[config.mk]
export PLATFORM = sky130hd
export DESIGN_NAME = mem_route_classifier
export DESIGN_NICKNAME = d
export VERILOG_FILES = /design/src/rtl/mrc_pkg.sv /design/src/rtl/mrc_decide.sv /design/src/rtl/mrc_stage.sv /design/src/rtl/mem_route_classifier.sv
export SDC_FILE = /design/constraint.sdc
export NUM_CORES = 1
export LEC_CHECK = 0
export ABC_CLOCK_PERIOD_IN_PS = 1400
export BUFFER_PORTS_ARGS = -buffer_cell sky130_fd_sc_hd__buf_2
export CAP_MARGIN = 20
export CORE_MARGIN = 2
export CORE_UTILIZATION = 40
export CTS_CLUSTER_SIZE = 8
export DETAILED_ROUTE_END_ITERATION = 7
export PLACE_DENSITY = 0.72
export SYNTH_ARGS = -nofsm -noshare
export SYNTH_HDL_FRONTEND = slang
export SYNTH_SLANG_ARGS = --single-unit
export TNS_END_PERCENT = 10
[constraint.sdc]
create_clock -name clk -period 1.4 [get_ports clk]
set_input_delay 0.28 -clock clk [delete_from_list [all_inputs] [get_ports clk]]
set_output_delay 0.28 -clock clk [all_outputs]
set_load 0.05 [all_outputs]
[src/rtl/mrc_pkg.sv]
package mrc_pkg;
    typedef enum logic [1:0] {
        LVL_PRIVATE  = 2'd0,
        LVL_SHARED   = 2'd1,
        LVL_DRAM     = 2'd2,
        LVL_APERTURE = 2'd3
    } level_e;

    typedef enum logic [1:0] {
        TOPO_SINGLE     = 2'd0,
        TOPO_COHERENT   = 2'd1,
        TOPO_INCOHERENT = 2'd2,
        TOPO_INCOH_ALT  = 2'd3
    } topo_e;

    typedef enum logic {
        ST_EMPTY = 1'b0,
        ST_FULL  = 1'b1
    } stage_e;
endpackage

[src/rtl/mrc_decide.sv]
module mrc_decide
    import mrc_pkg::*;
#(
    parameter int unsigned     ADDR_W     = 40,
    parameter logic [ADDR_W-1:0] PHYS_LIMIT = 40'h00_4000_0000
) (
    input  logic [ADDR_W-1:0] addr,
    input  logic              nocache,
    input  logic              vol,
    input  logic [1:0]        topo,
    input  logic              shared_dram,
    output logic [1:0]        level,
    output logic              alloc,
    output logic              translate
);
    logic  in_window;
    logic  incoherent;
    topo_e topo_q;

    always_comb begin
        topo_q     = topo_e'(topo);
        in_window  = (addr < PHYS_LIMIT);
        incoherent = (topo_q == TOPO_INCOHERENT) || (topo_q == TOPO_INCOH_ALT);
    end

    // Identity window decides translation; the flags never change it.
    assign translate = ~in_window;

    always_comb begin
        level = LVL_PRIVATE;
        alloc = 1'b1;
        if (nocache) begin
            level = LVL_APERTURE;
            alloc = 1'b0;
        end else if (vol && incoherent) begin
            level = shared_dram ? LVL_DRAM : LVL_SHARED;
            alloc = 1'b0;
        end
    end
endmodule

[src/rtl/mrc_stage.sv]
module mrc_stage
    import mrc_pkg::*;
#(
    parameter int unsigned W = 8
) (
    input  logic         clk,
    input  logic         rst_n,
    input  logic         in_valid,
    output logic         in_ready,
    input  logic [W-1:0] in_data,
    output logic         out_valid,
    input  logic         out_ready,
    output logic [W-1:0] out_data
);
    stage_e state, state_nx;
    logic   take;

    assign take = in_valid && in_ready;

    // State register
    always_ff @(posedge clk or negedge rst_n) begin
        if (!rst_n) state <= ST_EMPTY;
        else        state <= state_nx;
    end

    // Next state: LOAD, HOLD, REFILL, DRAIN
    always_comb begin
        state_nx = state;
        unique case (state)
            ST_EMPTY: if (in_valid) state_nx = ST_FULL;                // LOAD
            ST_FULL:  if (out_ready && !in_valid) state_nx = ST_EMPTY; // DRAIN
                      else state_nx = ST_FULL;                         // HOLD / REFILL
            default:  state_nx = ST_EMPTY;
        endcase
    end

    // Outputs
    always_comb begin
        out_valid = (state == ST_FULL);
        in_ready  = (state == ST_EMPTY) || out_ready;
    end

    always_ff @(posedge clk or negedge rst_n) begin
        if (!rst_n)    out_data <= '0;
        else if (take) out_data <= in_data;
    end

    // a stalled result is neither changed nor dropped
    p_hold_stable_r10: assert property (@(posedge clk) disable iff (!rst_n)
        (out_valid && !out_ready) |=> (out_valid && $stable(out_data)));

    // input is stalled while the held result waits
    p_stall_input_r10: assert property (@(posedge clk) disable iff (!rst_n)
        (out_valid && !out_ready) |-> !in_ready);

    // an accepted request is visible after one edge
    p_accept_visible_r9: assert property (@(posedge clk) disable iff (!rst_n)
        (in_valid && in_ready) |=> (out_valid && out_data == $past(in_data)));
endmodule

[src/rtl/mem_route_classifier.sv]
module mem_route_classifier
    import mrc_pkg::*;
#(
    parameter int unsigned       ADDR_W     = 40,
    parameter logic [ADDR_W-1:0] PHYS_LIMIT = 40'h00_4000_0000
) (
    input  logic              clk,
    input  logic              rst_n,
    input  logic [1:0]        cfg_topo,
    input  logic              cfg_shared_dram,
    input  logic              in_valid,
    output logic              in_ready,
    input  logic [ADDR_W-1:0] in_addr,
    input  logic              in_write,
    input  logic              in_nocache,
    input  logic              in_volatile,
    output logic              out_valid,
    input  logic              out_ready,
    output logic [ADDR_W-1:0] out_addr,
    output logic              out_write,
    output logic [1:0]        out_level,
    output logic              out_cache_alloc,
    output logic              out_translate
);
    localparam int unsigned PW = ADDR_W + 5;

    logic [1:0]    d_level;
    logic          d_alloc;
    logic          d_translate;
    logic [PW-1:0] pack_in;
    logic [PW-1:0] pack_out;

    mrc_decide #(.ADDR_W(ADDR_W), .PHYS_LIMIT(PHYS_LIMIT)) u_decide (
        .addr        (in_addr),
        .nocache     (in_nocache),
        .vol         (in_volatile),
        .topo        (cfg_topo),
        .shared_dram (cfg_shared_dram),
        .level       (d_level),
        .alloc       (d_alloc),
        .translate   (d_translate)
    );

    assign pack_in = {in_addr, in_write, d_level, d_alloc, d_translate};

    mrc_stage #(.W(PW)) u_stage (
        .clk       (clk),
        .rst_n     (rst_n),
        .in_valid  (in_valid),
        .in_ready  (in_ready),
        .in_data   (pack_in),
        .out_valid (out_valid),
        .out_ready (out_ready),
        .out_data  (pack_out)
    );

    assign {out_addr, out_write, out_level, out_cache_alloc, out_translate} = pack_out;

    // nothing routed to the aperture may allocate in a cache
    p_aperture_noalloc_r1: assert property (@(posedge clk) disable iff (!rst_n)
        (out_valid && out_level == LVL_APERTURE) |-> !out_cache_alloc);

    // translation follows the identity window on the routed address
    p_window_translate_r2: assert property (@(posedge clk) disable iff (!rst_n)
        out_valid |-> (out_translate == (out_addr >= PHYS_LIMIT)));

    // only private-level routing allocates
    p_alloc_private_r3: assert property (@(posedge clk) disable iff (!rst_n)
        (out_valid && out_cache_alloc) |-> (out_level == LVL_PRIVATE));

    // empty after reset
    p_reset_empty_r11: assert property (@(posedge clk)
        $rose(rst_n) |-> !out_valid);
endmodule

After elaboration in Yosys (flattened, before gate mapping)
Cells that the tools add are included.
{"block": "totals", "regBits": 46, "latchBits": 0, "mem_bits_rw": 0, "romBits": 0, "out_inout_bits": 47, "mem_count": 0}
{"block": "op_classes", "add_sub_neg": 0, "mul": 0, "div": 0, "n_lt_le_gt_ge": 1, "n_eq_ne": 2, "shifts": 0, "muxes": 8, "bitwise_logic": 2, "n_reduce_logical": 6}
{"op": "< comparator 40 x 31 -> 1 bit, second input constant", "count": 1}
{"op": "two-way mux 2 bit", "count": 3}
{"op": "== test 2 bit, second input constant", "count": 2}
{"op": "two-way mux 1 bit", "count": 4}
{"op": "logical AND 1 bit", "count": 3}
{"op": "logical OR 1 bit", "count": 2}
{"op": "inverter 1 bit", "count": 2}
{"op": "one-hot mux 1 bit (2 select lines)", "count": 1}
{"op": "zero test 1 bit", "count": 1}

Logic depth before layout (Yosys ltp)
{"block": "depth", "word_depth": 5, "depth_mapped": 5, "ltp_nobuf": 3}

Hierarchy
Synthesis repeated with hierarchy kept, for this count alone.
{"block": "unflattened", "cells_unflattened": 107, "area_unflattened_um2": 1926.8}
{"mod": "mrc_stage", "instances": 1, "cells_per_inst": 98, "area_per_inst_um2": 1884.3}
{"mod": "mrc_decide", "instances": 1, "cells_per_inst": 9, "area_per_inst_um2": 42.5}

Least setup slack after synthesis
OpenSTA, ideal clock, no wires.
{"block": "synth_path", "kind": "flip-flop to flip-flop", "start": "reg u_stage.state, in the netlist u_stage.out_valid", "end": "reg u_stage.out_data[0]", "setup_ns": 0.125, "t_arrival_ns": 1.518, "setup_slack_ns": -0.243, "stages_incl_launch_ff": 6, "n_path_buf": 2, "synth_period_minus_slack_ns": 1.643, "cell_sequence": "dfrtp_1 > nand2b_1 > buf_4 > nand2_4 > buf_6 > mux2_4"}
{"block": "synth_between", "elab_chain_cells": 3}
{"element": "start: declaration", "line_no": "mrc_stage.sv:15", "source": "stage_e state, state_nx;"}
{"element": "start signal: assignment", "line_no": "mrc_stage.sv:23", "source": "else state <= state_nx;"}
{"element": "inverter 1 bit", "line_no": "mrc_stage.sv:40", "source": "in_ready = (state == ST_EMPTY) || out_ready;"}
{"element": "logical OR 1 bit", "line_no": "mrc_stage.sv:40"}
{"element": "via in_ready", "line_no": "mem_route_classifier.sv:12", "source": "output logic in_ready,"}
{"element": "logical AND 1 bit", "line_no": "mrc_stage.sv:18", "source": "assign take = in_valid && in_ready;"}
{"element": "end signal: assignment", "line_no": "mrc_stage.sv:45", "source": "else if (take) out_data <= in_data;"}
{"element": "end: declaration", "line_no": "mrc_stage.sv:13", "source": "output logic [W-1:0] out_data"}
The timed path passes the listed nets, and every way through them passes these cells.
A chain may end at the register's enable or synchronous reset.

Final worst setup path
{"block": "layout_path", "start": "reg u_stage.state, in the netlist u_stage.out_valid", "end": "out in_ready"}
{"block": "layout_between", "elab_chain_cells": 2}
{"element": "inverter 1 bit", "line_no": "mrc_stage.sv:40"}
{"element": "logical OR 1 bit", "line_no": "mrc_stage.sv:40"}
{"element": "end: declaration", "line_no": "mem_route_classifier.sv:12"}
Every way passes these cells.

==> impl_metrics.toml <==
[outcome]
outcome = "finished, final reports clean"

[finish]
final_cell_mix = "94 x buf_2, 45 x dfrtp_1, 40 x mux2_4, 6 x clkbuf_8"
finalInstanceArea_sq_um = 2640
drive_gt1_share_pct = 72.3
nNetsFinal = 262
antenna_cells = 0
fillers = 368
multiInputGateArea_sq_um = 736
final_common_cell = "buf_2"
instances_no_fill = 267
register_area_sq_um = 1150
post-route-util_pct = 56.2
synthToLayoutAreaGrowth_pct = 36.9

[routing]
ant_nets = 0
via_count = 1248
wl_per_cell_microns = 13.8
drc_errors = 0
drt_iter0_markers = 32
firstDrtPassIters = 3
drt_wl_total_microns = 3680
vias_per_cell = 4.67

[die]
start_util_pct = 41.1
core_sq_um = 4690
rows = 25
dieWidth_microns = 73.4
fp.dieArea_sq_um = 5390
die_h_microns = 73.4
ios = 97

[timing]
fin_tns_setup_ns = 0
relSlewSlack_pct = 78.7
finClkSkew_ns = 0.00121
fmax_mhz = 763
slew_violations = 0
worst_pin_slew_ns = 0.316
finalSetupViolations = 0
hold_violations = 0
min_period_ns = 1.31
rsz0062_at_grt = "false"
min_period_over_period_pct = 93.6

[global_route]
antenna_found_initial = 0
grtUsageTotal_pct = 13.4
grt_pass1_vias = 1193
grt_start_max_net_pins = 47
grt_pass1_wl_microns = 5510
overflow = 0

[logic_synthesis]
yosysUniqueCellTypes = 13
synth_seq_cells = 46
syn_nets = 159
syn-cell-area_sq_um = 1930
synth_area_per_cell_sq_um = 17.7
netlist_instances = 109
yosysWarningCount = 0
ys_seq_area_share_pct = 59.7

[place]
io_buffers = 95
routabilityCongestion = 0.705
dpl.cell_count = 259
dpl-instance-area_sq_um = 2520
hpwl_microns = 2680

[clocking]
cts_max_level = 2
cts_buffer_depth = 2
clk_pin_slew_ns = 0.08
insertion_delay_ns = 0.29
root_buffer = "clkbuf_8"
clock_sinks = 46
cts-buffers-inserted = 5
cts_tree = "done"

[worst_setup_path]
arrival_ns = 1.03
start_kind = "register"
crit_path_end_kind = "output pin"
path_class = "register to output pin"
worstPathMaxFanout = 7
required_ns = 1.12

[power]
peakVddDrop_uv = 676
p_leak_uw = 0.00140
finalPower_uw = 3840
p_per_area_nw_per_um2 = 1460

[min_path]
hold_path_class = "input pin to register"

[flow_run]
maxCapViolCount = 0
[synth_stat cells (all sizes together)]
cell type | count | area, sq um
nor4 | 2 | 12.5
nand2b | 2 | 12.5
a21oi | 3 | 15.0
nor2 | 1 | 3.75
buf | 5 | 52.6
inv | 1 | 3.75
a31oi | 4 | 25.0
nand2 | 1 | 11.3
mux2 | 43 | 634
nand3 | 1 | 5.00
dfrtp | 46 | 1150
[kinds of logic after synthesis]
kind of cell | synth area share [%]
AO/OA/AOI/OAI | 2.08
buffers and inverters | 2.92
flip-flops | 59.7
multiplexers | 32.9
AND/OR/NAND/NOR | 2.34
[per-stage QoR]
stage                     hold slack, ns  setup slack, ns
after detailed placement           0.281           0.0268
after global placement             0.277           0.0445
after global routing               0.199           0.0464
after CTS                          0.204           0.0768
final                              0.216           0.0898
after floorplan                  -0.0156          -0.0738
[registers in the layout, indices dropped and copies added, names as in the netlist]
| name | cells |
|---|---|
| u_stage.out_valid | 1 |
| u_stage.out_data | 45 |
[worst max-delay path, cell delays in order (launching register included)]
cell and delay, ns:
dfrtp_2 0.43, nand2b_4 0.15, buf_8 0.17
[repair_timing]
action / CTS / global route
setup buffers: 0 / 0
hold buffers: 1 / 0
endpoints found under the hold margin: 46 / 0
setup endpoints to repair: 1 / 0
gates resized for setup: 5 / 0
[layout make-up]
type / count / area share (%)
timing repair buffer: 101 / 22.1
clock inverter: 2 / 0.474
tap: 54 / 2.56
sequential: 46 / 43.7
inverter: 1 / 0.142
clock buffer: 6 / 3.13
multi-input combinational: 57 / 27.9
[report_power, final]
group / internal [uW] / total (uW) / switching [uW]
clock: 397 / 816 / 419
sequential: 1520 / 1620 / 102
combinational: 479 / 1410 / 931
total: 2390 / 3840 / 1450
[final timing paths]
check	depth (start not counted)	slack [ns]	startpoint	endpoint
max in group asynchronous	3	0.68	rst_n	u_stage.out_valid$_DFF_PN0_
hold reg to reg	1	0.51	u_stage.out_data[23]$_DFFE_PN0P_	u_stage.out_data[23]$_DFFE_PN0P_
setup / recovery	2	0.09	u_stage.out_valid$_DFF_PN0_	in_ready
setup reg to reg	4	0.14	u_stage.out_valid$_DFF_PN0_	u_stage.out_data[42]$_DFFE_PN0P_
hold / removal	2	0.22	in_addr[1]	u_stage.out_data[6]$_DFFE_PN0P_
min in group asynchronous	3	0.49	rst_n	u_stage.out_data[25]$_DFFE_PN0P_
[routing by layer]
layer  track usage, %  up-vias  share of wire (%)
li1                 -      595                  -
met3             4.25        5                8.6
met1             17.1      580                 45
met2             21.3       68                 46
met5                0        -                  0
met4             5.45        0               0.84
No activity file was read; power rests on OpenSTA's default activity.
